## src/rtl/hitbuf_pkg.sv

```systemverilog
package hitbuf_pkg;
    typedef enum logic [1:0] {
        ST_IDLE    = 2'd0,
        ST_HIT_RSP = 2'd1,
        ST_L1_WAIT = 2'd2
    } hb_state_e;
endpackage

```

## src/rtl/hitbuf_counter.sv

```systemverilog
module hitbuf_counter #(
    parameter int W = 16
) (
    input  logic         clk,
    input  logic         rst_n,
    input  logic         inc,
    output logic [W-1:0] value
);
    always_ff @(posedge clk or negedge rst_n) begin
        if (!rst_n)   value <= '0;
        else if (inc) value <= value + 1'b1;
    end
endmodule

```

## src/rtl/hitbuf_store.sv

```systemverilog
module hitbuf_store #(
    parameter int ADDR_W     = 16,
    parameter int DATA_W     = 32,
    parameter int LINE_WORDS = 4,
    parameter int LINES      = 8,
    localparam int OFF_W  = $clog2(LINE_WORDS),
    localparam int IDX_W  = $clog2(LINES),
    localparam int LA_W   = ADDR_W - OFF_W,
    localparam int TAG_W  = LA_W - IDX_W,
    localparam int LINE_W = DATA_W * LINE_WORDS
) (
    input  logic              clk,
    input  logic              rst_n,
    input  logic              flush,
    input  logic [ADDR_W-1:0] lk_addr,
    output logic              lk_hit,
    output logic [DATA_W-1:0] lk_word,
    input  logic              fill_en,
    input  logic [LA_W-1:0]   fill_la,
    input  logic [LINE_W-1:0] fill_line,
    input  logic              inv_en,
    input  logic [LA_W-1:0]   inv_la
);
    logic [LINES-1:0] v_vec;
    logic [TAG_W-1:0]  t_arr [LINES];
    logic [LINE_W-1:0] d_arr [LINES];

    logic [IDX_W-1:0] fill_idx, inv_idx, lk_idx;
    logic [TAG_W-1:0] fill_tag, inv_tag, lk_tag;
    logic [OFF_W-1:0] lk_off;

    assign fill_idx = fill_la[IDX_W-1:0];
    assign fill_tag = fill_la[LA_W-1:IDX_W];
    assign inv_idx  = inv_la[IDX_W-1:0];
    assign inv_tag  = inv_la[LA_W-1:IDX_W];
    assign lk_off   = lk_addr[OFF_W-1:0];
    assign lk_idx   = lk_addr[OFF_W +: IDX_W];
    assign lk_tag   = lk_addr[ADDR_W-1 -: TAG_W];

    for (genvar g = 0; g < LINES; g++) begin : g_line
        logic              v_q;
        logic [TAG_W-1:0]  t_q;
        logic [LINE_W-1:0] d_q;
        logic              fill_here, inv_here;

        assign fill_here = fill_en && (fill_idx == IDX_W'(g));
        assign inv_here  = inv_en && (inv_idx == IDX_W'(g)) && v_q && (t_q == inv_tag);

        always_ff @(posedge clk or negedge rst_n) begin
            if (!rst_n)         v_q <= 1'b0;
            else if (flush)     v_q <= 1'b0;
            else if (fill_here) v_q <= 1'b1;
            else if (inv_here)  v_q <= 1'b0;
        end

        always_ff @(posedge clk) begin
            if (fill_here) begin
                t_q <= fill_tag;
                d_q <= fill_line;
            end
        end

        assign v_vec[g] = v_q;
        assign t_arr[g] = t_q;
        assign d_arr[g] = d_q;
    end

    always_comb begin
        lk_hit  = v_vec[lk_idx] && (t_arr[lk_idx] == lk_tag);
        lk_word = d_arr[lk_idx][int'(lk_off)*DATA_W +: DATA_W];
    end
endmodule

```

## src/rtl/hitbuf_ctrl.sv

```systemverilog
module hitbuf_ctrl
    import hitbuf_pkg::*;
(
    input  logic      clk,
    input  logic      rst_n,
    input  logic      req_valid,
    input  logic      req_we,
    input  logic      lookup_hit,
    input  logic      l1_ack,
    output hb_state_e state,
    output logic      req_ready,
    output logic      accept_hit,
    output logic      accept_l1,
    output logic      l1_done
);
    hb_state_e state_nx;

    always_ff @(posedge clk or negedge rst_n) begin
        if (!rst_n) state <= ST_IDLE;
        else        state <= state_nx;
    end

    always_comb begin
        state_nx = state;
        unique case (state)
            ST_IDLE: begin
                if (accept_hit)     state_nx = ST_HIT_RSP;
                else if (accept_l1) state_nx = ST_L1_WAIT;
            end
            ST_HIT_RSP: state_nx = ST_IDLE;
            ST_L1_WAIT: if (l1_ack) state_nx = ST_IDLE;
            default:    state_nx = ST_IDLE;
        endcase
    end

    always_comb begin
        req_ready  = (state == ST_IDLE);
        accept_hit = req_ready && req_valid && !req_we && lookup_hit;
        accept_l1  = req_ready && req_valid && (req_we || !lookup_hit);
        l1_done    = (state == ST_L1_WAIT) && l1_ack;
    end
endmodule

```

## src/rtl/hitbuf_cache.sv

```systemverilog
module hitbuf_cache
    import hitbuf_pkg::*;
#(
    parameter int ADDR_W     = 16,
    parameter int DATA_W     = 32,
    parameter int LINE_WORDS = 4,
    parameter int LINES      = 8,
    parameter int CNT_W      = 16,
    localparam int OFF_W  = $clog2(LINE_WORDS),
    localparam int LINE_W = DATA_W * LINE_WORDS
) (
    input  logic              clk,
    input  logic              rst_n,
    input  logic              flush,
    input  logic              cpu_req_valid,
    output logic              cpu_req_ready,
    input  logic              cpu_req_we,
    input  logic [ADDR_W-1:0] cpu_req_addr,
    input  logic [DATA_W-1:0] cpu_req_wdata,
    output logic              cpu_rsp_valid,
    output logic [DATA_W-1:0] cpu_rsp_rdata,
    output logic              l1_req_valid,
    output logic              l1_req_we,
    output logic [ADDR_W-1:0] l1_req_addr,
    output logic [DATA_W-1:0] l1_req_wdata,
    input  logic              l1_rsp_valid,
    input  logic              l1_rsp_hit,
    input  logic [LINE_W-1:0] l1_rsp_line,
    output logic [CNT_W-1:0]  cnt_buf_hit,
    output logic [CNT_W-1:0]  cnt_l1_access,
    output logic [CNT_W-1:0]  cnt_l1_miss
);
    localparam int N_CNT = 3;

    hb_state_e         state;
    logic              accept_hit, accept_l1, l1_done;
    logic              lk_hit;
    logic [DATA_W-1:0] lk_word;
    logic [ADDR_W-1:0] addr_q;
    logic              we_q;
    logic [DATA_W-1:0] wdata_q;
    logic [DATA_W-1:0] hit_word_q;
    logic              fill_en;
    logic [N_CNT-1:0]  cnt_inc;
    logic [CNT_W-1:0]  cnt_val [N_CNT];

    hitbuf_ctrl u_ctrl (
        .clk        (clk),
        .rst_n      (rst_n),
        .req_valid  (cpu_req_valid),
        .req_we     (cpu_req_we),
        .lookup_hit (lk_hit),
        .l1_ack     (l1_rsp_valid),
        .state      (state),
        .req_ready  (cpu_req_ready),
        .accept_hit (accept_hit),
        .accept_l1  (accept_l1),
        .l1_done    (l1_done)
    );

    hitbuf_store #(
        .ADDR_W     (ADDR_W),
        .DATA_W     (DATA_W),
        .LINE_WORDS (LINE_WORDS),
        .LINES      (LINES)
    ) u_store (
        .clk       (clk),
        .rst_n     (rst_n),
        .flush     (flush),
        .lk_addr   (cpu_req_addr),
        .lk_hit    (lk_hit),
        .lk_word   (lk_word),
        .fill_en   (fill_en),
        .fill_la   (addr_q[ADDR_W-1:OFF_W]),
        .fill_line (l1_rsp_line),
        .inv_en    (accept_l1 && cpu_req_we),
        .inv_la    (cpu_req_addr[ADDR_W-1:OFF_W])
    );

    // request capture
    always_ff @(posedge clk or negedge rst_n) begin
        if (!rst_n) begin
            addr_q     <= '0;
            we_q       <= 1'b0;
            wdata_q    <= '0;
            hit_word_q <= '0;
        end else begin
            if (accept_hit || accept_l1) begin
                addr_q  <= cpu_req_addr;
                we_q    <= cpu_req_we;
                wdata_q <= cpu_req_wdata;
            end
            if (accept_hit) hit_word_q <= lk_word;
        end
    end

    always_comb begin
        fill_en       = l1_done && !we_q && l1_rsp_hit;
        l1_req_valid  = (state == ST_L1_WAIT);
        l1_req_we     = we_q;
        l1_req_addr   = addr_q;
        l1_req_wdata  = wdata_q;
        cpu_rsp_valid = (state == ST_HIT_RSP) || l1_done;
        cpu_rsp_rdata = (state == ST_HIT_RSP) ? hit_word_q
                      : l1_rsp_line[int'(addr_q[OFF_W-1:0])*DATA_W +: DATA_W];
        cnt_inc       = {l1_done && !we_q && !l1_rsp_hit, accept_l1, accept_hit};
    end

    for (genvar c = 0; c < N_CNT; c++) begin : g_cnt
        hitbuf_counter #(.W(CNT_W)) u_cnt (
            .clk   (clk),
            .rst_n (rst_n),
            .inc   (cnt_inc[c]),
            .value (cnt_val[c])
        );
    end

    assign cnt_buf_hit   = cnt_val[0];
    assign cnt_l1_access = cnt_val[1];
    assign cnt_l1_miss   = cnt_val[2];
endmodule

```

## config.mk

```make
export PLATFORM = sky130hd
export DESIGN_NAME = hitbuf_cache
export DESIGN_NICKNAME = d
export VERILOG_FILES = /design/src/rtl/hitbuf_pkg.sv /design/src/rtl/hitbuf_counter.sv /design/src/rtl/hitbuf_store.sv /design/src/rtl/hitbuf_ctrl.sv /design/src/rtl/hitbuf_cache.sv
export SDC_FILE = /design/constraint.sdc
export NUM_CORES = 1
export LEC_CHECK = 0
export BUFFER_PORTS_ARGS = -buffer_cell sky130_fd_sc_hd__buf_2
export CORE_AREA = 2 2 292 294
export CTS_CLUSTER_DIAMETER = 200
export DETAILED_ROUTE_END_ITERATION = 8
export DIE_AREA = 0 0 294 296
export PLACE_DENSITY = 0.78
export SYNTH_ARGS = -nofsm -noshare
export SYNTH_HDL_FRONTEND = slang
export SYNTH_SLANG_ARGS = --single-unit
```

## constraint.sdc

```tcl
create_clock -name clk -period 15.3 [get_ports clk]
set_input_delay 0.765 -clock clk [delete_from_list [all_inputs] [get_ports clk]]
set_output_delay 0.765 -clock clk [all_outputs]
set_load 0.1 [all_outputs]
```

==> metrics.yaml <==
status: "finished, final reports clean"
reg2reg_to: "u_store.g_line[2].d_q[0]"
nets: 2816
synth_seq_area_share_pct: 73.9
grt_start_max_net_pins: 141
cp_num_buf_inv: 3
setup-tns-final_ns: 0
cts_tree: "yes"
clock_path_buffers: 3
setup_violations: 0
ff2ff_setup_slack_ns: 10.89
overflow: 0
multi_input_area_um2: 12500
portBuffers: 314
drtIter0Drc: 2742
seqPwrFrac_pct: 49.5
vias: 24813
cts_root_buf: "clkbuf_16"
synthArstFlopShare_pct: 11.1
synth.most_common_cell: "edfxtp_1"
crit_chain: "buf_6 > buf_4 > mux4_2 > mux2i_1 > xor2_1 > nand2_1 > nor4_2 > nand3_4 > buf_4 > nor4_1 > xor2_1"
hpwl_um: 60700
postLayoutCoreUtil_pct: 67.1
viasPerCell: 6.47
rows: 107
clock_latency_ns: 0.69
synth.avg_cell_area_um2: 21.8
cp.depth: 11
drv_slew: 0
grt_usage_pct: 26.7
drc: 0
hp-class: "in2async"
synth_commonest_cells: "edfxtp_1, mux4_2, dfrtp_1"
clock_skew_ns: 0.0277
crit_path_top_delay_cell: "buf_4"
ys.flop_type: "edfxtp_1"
powerDensity_nw_per_um2: 139
core_um2: 84200
wirelength_um: 115000
switchingPower_w: 0.00207
end_kind: "flop"
synthesis.nets: 2473
p_int_w: 0.00576
synth_top_area_share_pct: 67.0
numCtsBuffers: 118
grt_pass1_vias: 25942
post_cts_buffers: 0
cts_sinks: 1251
start_util_pct: 59.2
clk_pin_slew_ns: 0.06
switching_share_pct: 26.5
grt_pass1_wl_um: 169000
fillers: 5118
tightest_slew_ns: 1.21
combPwrFrac_pct: 13.5
gp_congestion: 0.885
die_h_um: 296
p_leak_nw: 19.1
timing.final.crit_period_ns: 4.80
startpoint_type: "input port"
yosys.area.top_type: "edfxtp_1"
timing.final.crit_share_pct: 31.4
netlist_top_cells_area: "edfxtp_1, mux4_2, dfrtp_1"
cts_resized: 0
die_w_um: 294
antenna_found_initial: 28
r2r_cells: 7
rsz0062_at_grt: "no"
vdd_drop_max_mv: 0.105
synth_cells: 2287
regArea_um2: 36900
dieArea_um2: 87000
syn_to_final_growth_pct: 13.4
startpoint: "cpu_req_addr[4]"
wl_per_cell_um: 29.9
crit_path_max_fanout: 58
required_ns: 15.91
drive_gt1_share_pct: 35.9
slowest_delay_ns: 0.83
io_pins: 315
cap_violations: 0
slew_headroom_pct: 19.4
synth_warnings: 0
clkPwrFrac_pct: 36.9
path_class: "in2reg"
synth_edf_count: 1112
critPathArrivalTime_ns: 5.41
synth-seq-cells: 1251
max_freq_mhz: 208
reg2reg_from: "u_ctrl.state[0]"
htree_levels: 3
netlist_area_um2: 49900
ant_nets: 0
critPathTopFamily: "buffers and inverters"
hold_viol: 0
dr.pass1.iters: 5
synth_cell_type_count: 43
cts_hold_buf: 0
crit_end: "g_cnt[0].u_cnt.value[11]"
power groups by stage:
stage	clock network (W)	logic, W	registers [W]
final	0.00290	0.00106	0.00388
after global routing	0.00305	0.00110	0.00389
after CTS	0.00293	0.00107	0.00388
after detailed placement	0	0.00106	0.00395
after global placement	0	0.00104	0.00394
after floorplan	0	0.000514	0.00424
per-stage QoR:
step / std cells / power [W] / area, µm² / worst slack [ns] / hold WS, ns
floorplan: 2287 / 0.00475 / 49900 / 2.50 / 0.446
detailed placement: 3600 / 0.00501 / 52700 / 9.79 / 0.456
CTS: 3820 / 0.00788 / 56500 / 10.49 / 0.188
global route: 3826 / 0.00805 / 56500 / 10.15 / 0.196
finish: 3833 / 0.00784 / 56500 / 10.50 / 0.141
global placement: 3600 / 0.00499 / 52700 / 9.97 / 0.450
worst min-delay path by stage:
stage	from	cells past startpoint	to
final	rst_n	1	g_cnt[0].u_cnt.value[7]
after global routing	rst_n	1	g_cnt[0].u_cnt.value[4]
after CTS	rst_n	1	g_cnt[0].u_cnt.value[4]
after detailed placement	g_cnt[2].u_cnt.value[15]	1	g_cnt[2].u_cnt.value[15]
after global placement	g_cnt[2].u_cnt.value[15]	1	g_cnt[2].u_cnt.value[15]
after floorplan	hit_word_q[0]	2	hit_word_q[0]
layout make-up:
class,instances,share of cell area [%]
Antenna cell,13,0.0575
Clock buffer,176,5.93
Clock inverter,44,0.859
Inverter,7,0.0553
Multi-Input combinational cell,904,22.1
Sequential cell,1251,65.2
Tap cell,1090,2.41
Timing Repair Buffer,348,3.39
cells in the final DEF (no fill, tap or decap), types with 13 or more instances in the layout:
master     count
o21ai_1       25
diode_2       13
xor2_1        45
nand4_1       33
mux2i_1       58
mux2_2        82
clkbuf_1      42
mux4_2       366
buf_4         32
clkbuf_8      14
dfrtp_1      137
clkinv_1      18
clkbuf_16    120
nand3_1       13
edfxtp_1    1112
nor2_1        18
xnor2_1       98
buf_2        308
nand2_1       62
layer usage:
| layer | global-route usage, % | part of all wire [%] | vias up | routed length, µm |
|---|---|---|---|---|
| li1 | - | - | 10180 | - |
| met1 | 36.7 | 38 | 13142 | 44000 |
| met2 | 44.4 | 51 | 1265 | 58200 |
| met3 | 5.21 | 8.9 | 192 | 10200 |
| met4 | 7.24 | 2.0 | 34 | 2250 |
| met5 | 0 | 0.19 | - | 217 |
kinds of logic (layout without fill, tap and decap cells):
logic type,count (synthesis),after routing,synth area share [%]
AO/OA/AOI/OAI,54,54,0.627
XOR/XNOR,143,143,2.51
adder cells (fa/ha/maj),3,3,0.0753
buffers and inverters,132,575,1.15
flip-flops,1251,1251,73.9
multiplexers,508,508,19.6
other,0,13,0
AND/OR/NAND/NOR,196,196,2.11
registers in the layout, indices dropped and copies added, names as in the netlist:
register	flops
g_cnt.u_cnt.value	48
hit_word_q	32
l1_req_addr	16
l1_req_wdata	32
l1_req_we	1
u_ctrl.state	2
u_store.g_line.d_q	1024
u_store.g_line.t_q	88
u_store.g_line.v_q	8
worst reg2reg max path, cell delays in order (launching register included):
cell	delay [ns]
dfrtp_1	0.41
nor2b_1	0.26
nor3b_1	0.42
nand2_1	0.11
or2_2	0.36
nor2_4	0.92
buf_4	0.79
buf_4	0.68
Note: power is estimated with default switching activity, not from simulation.
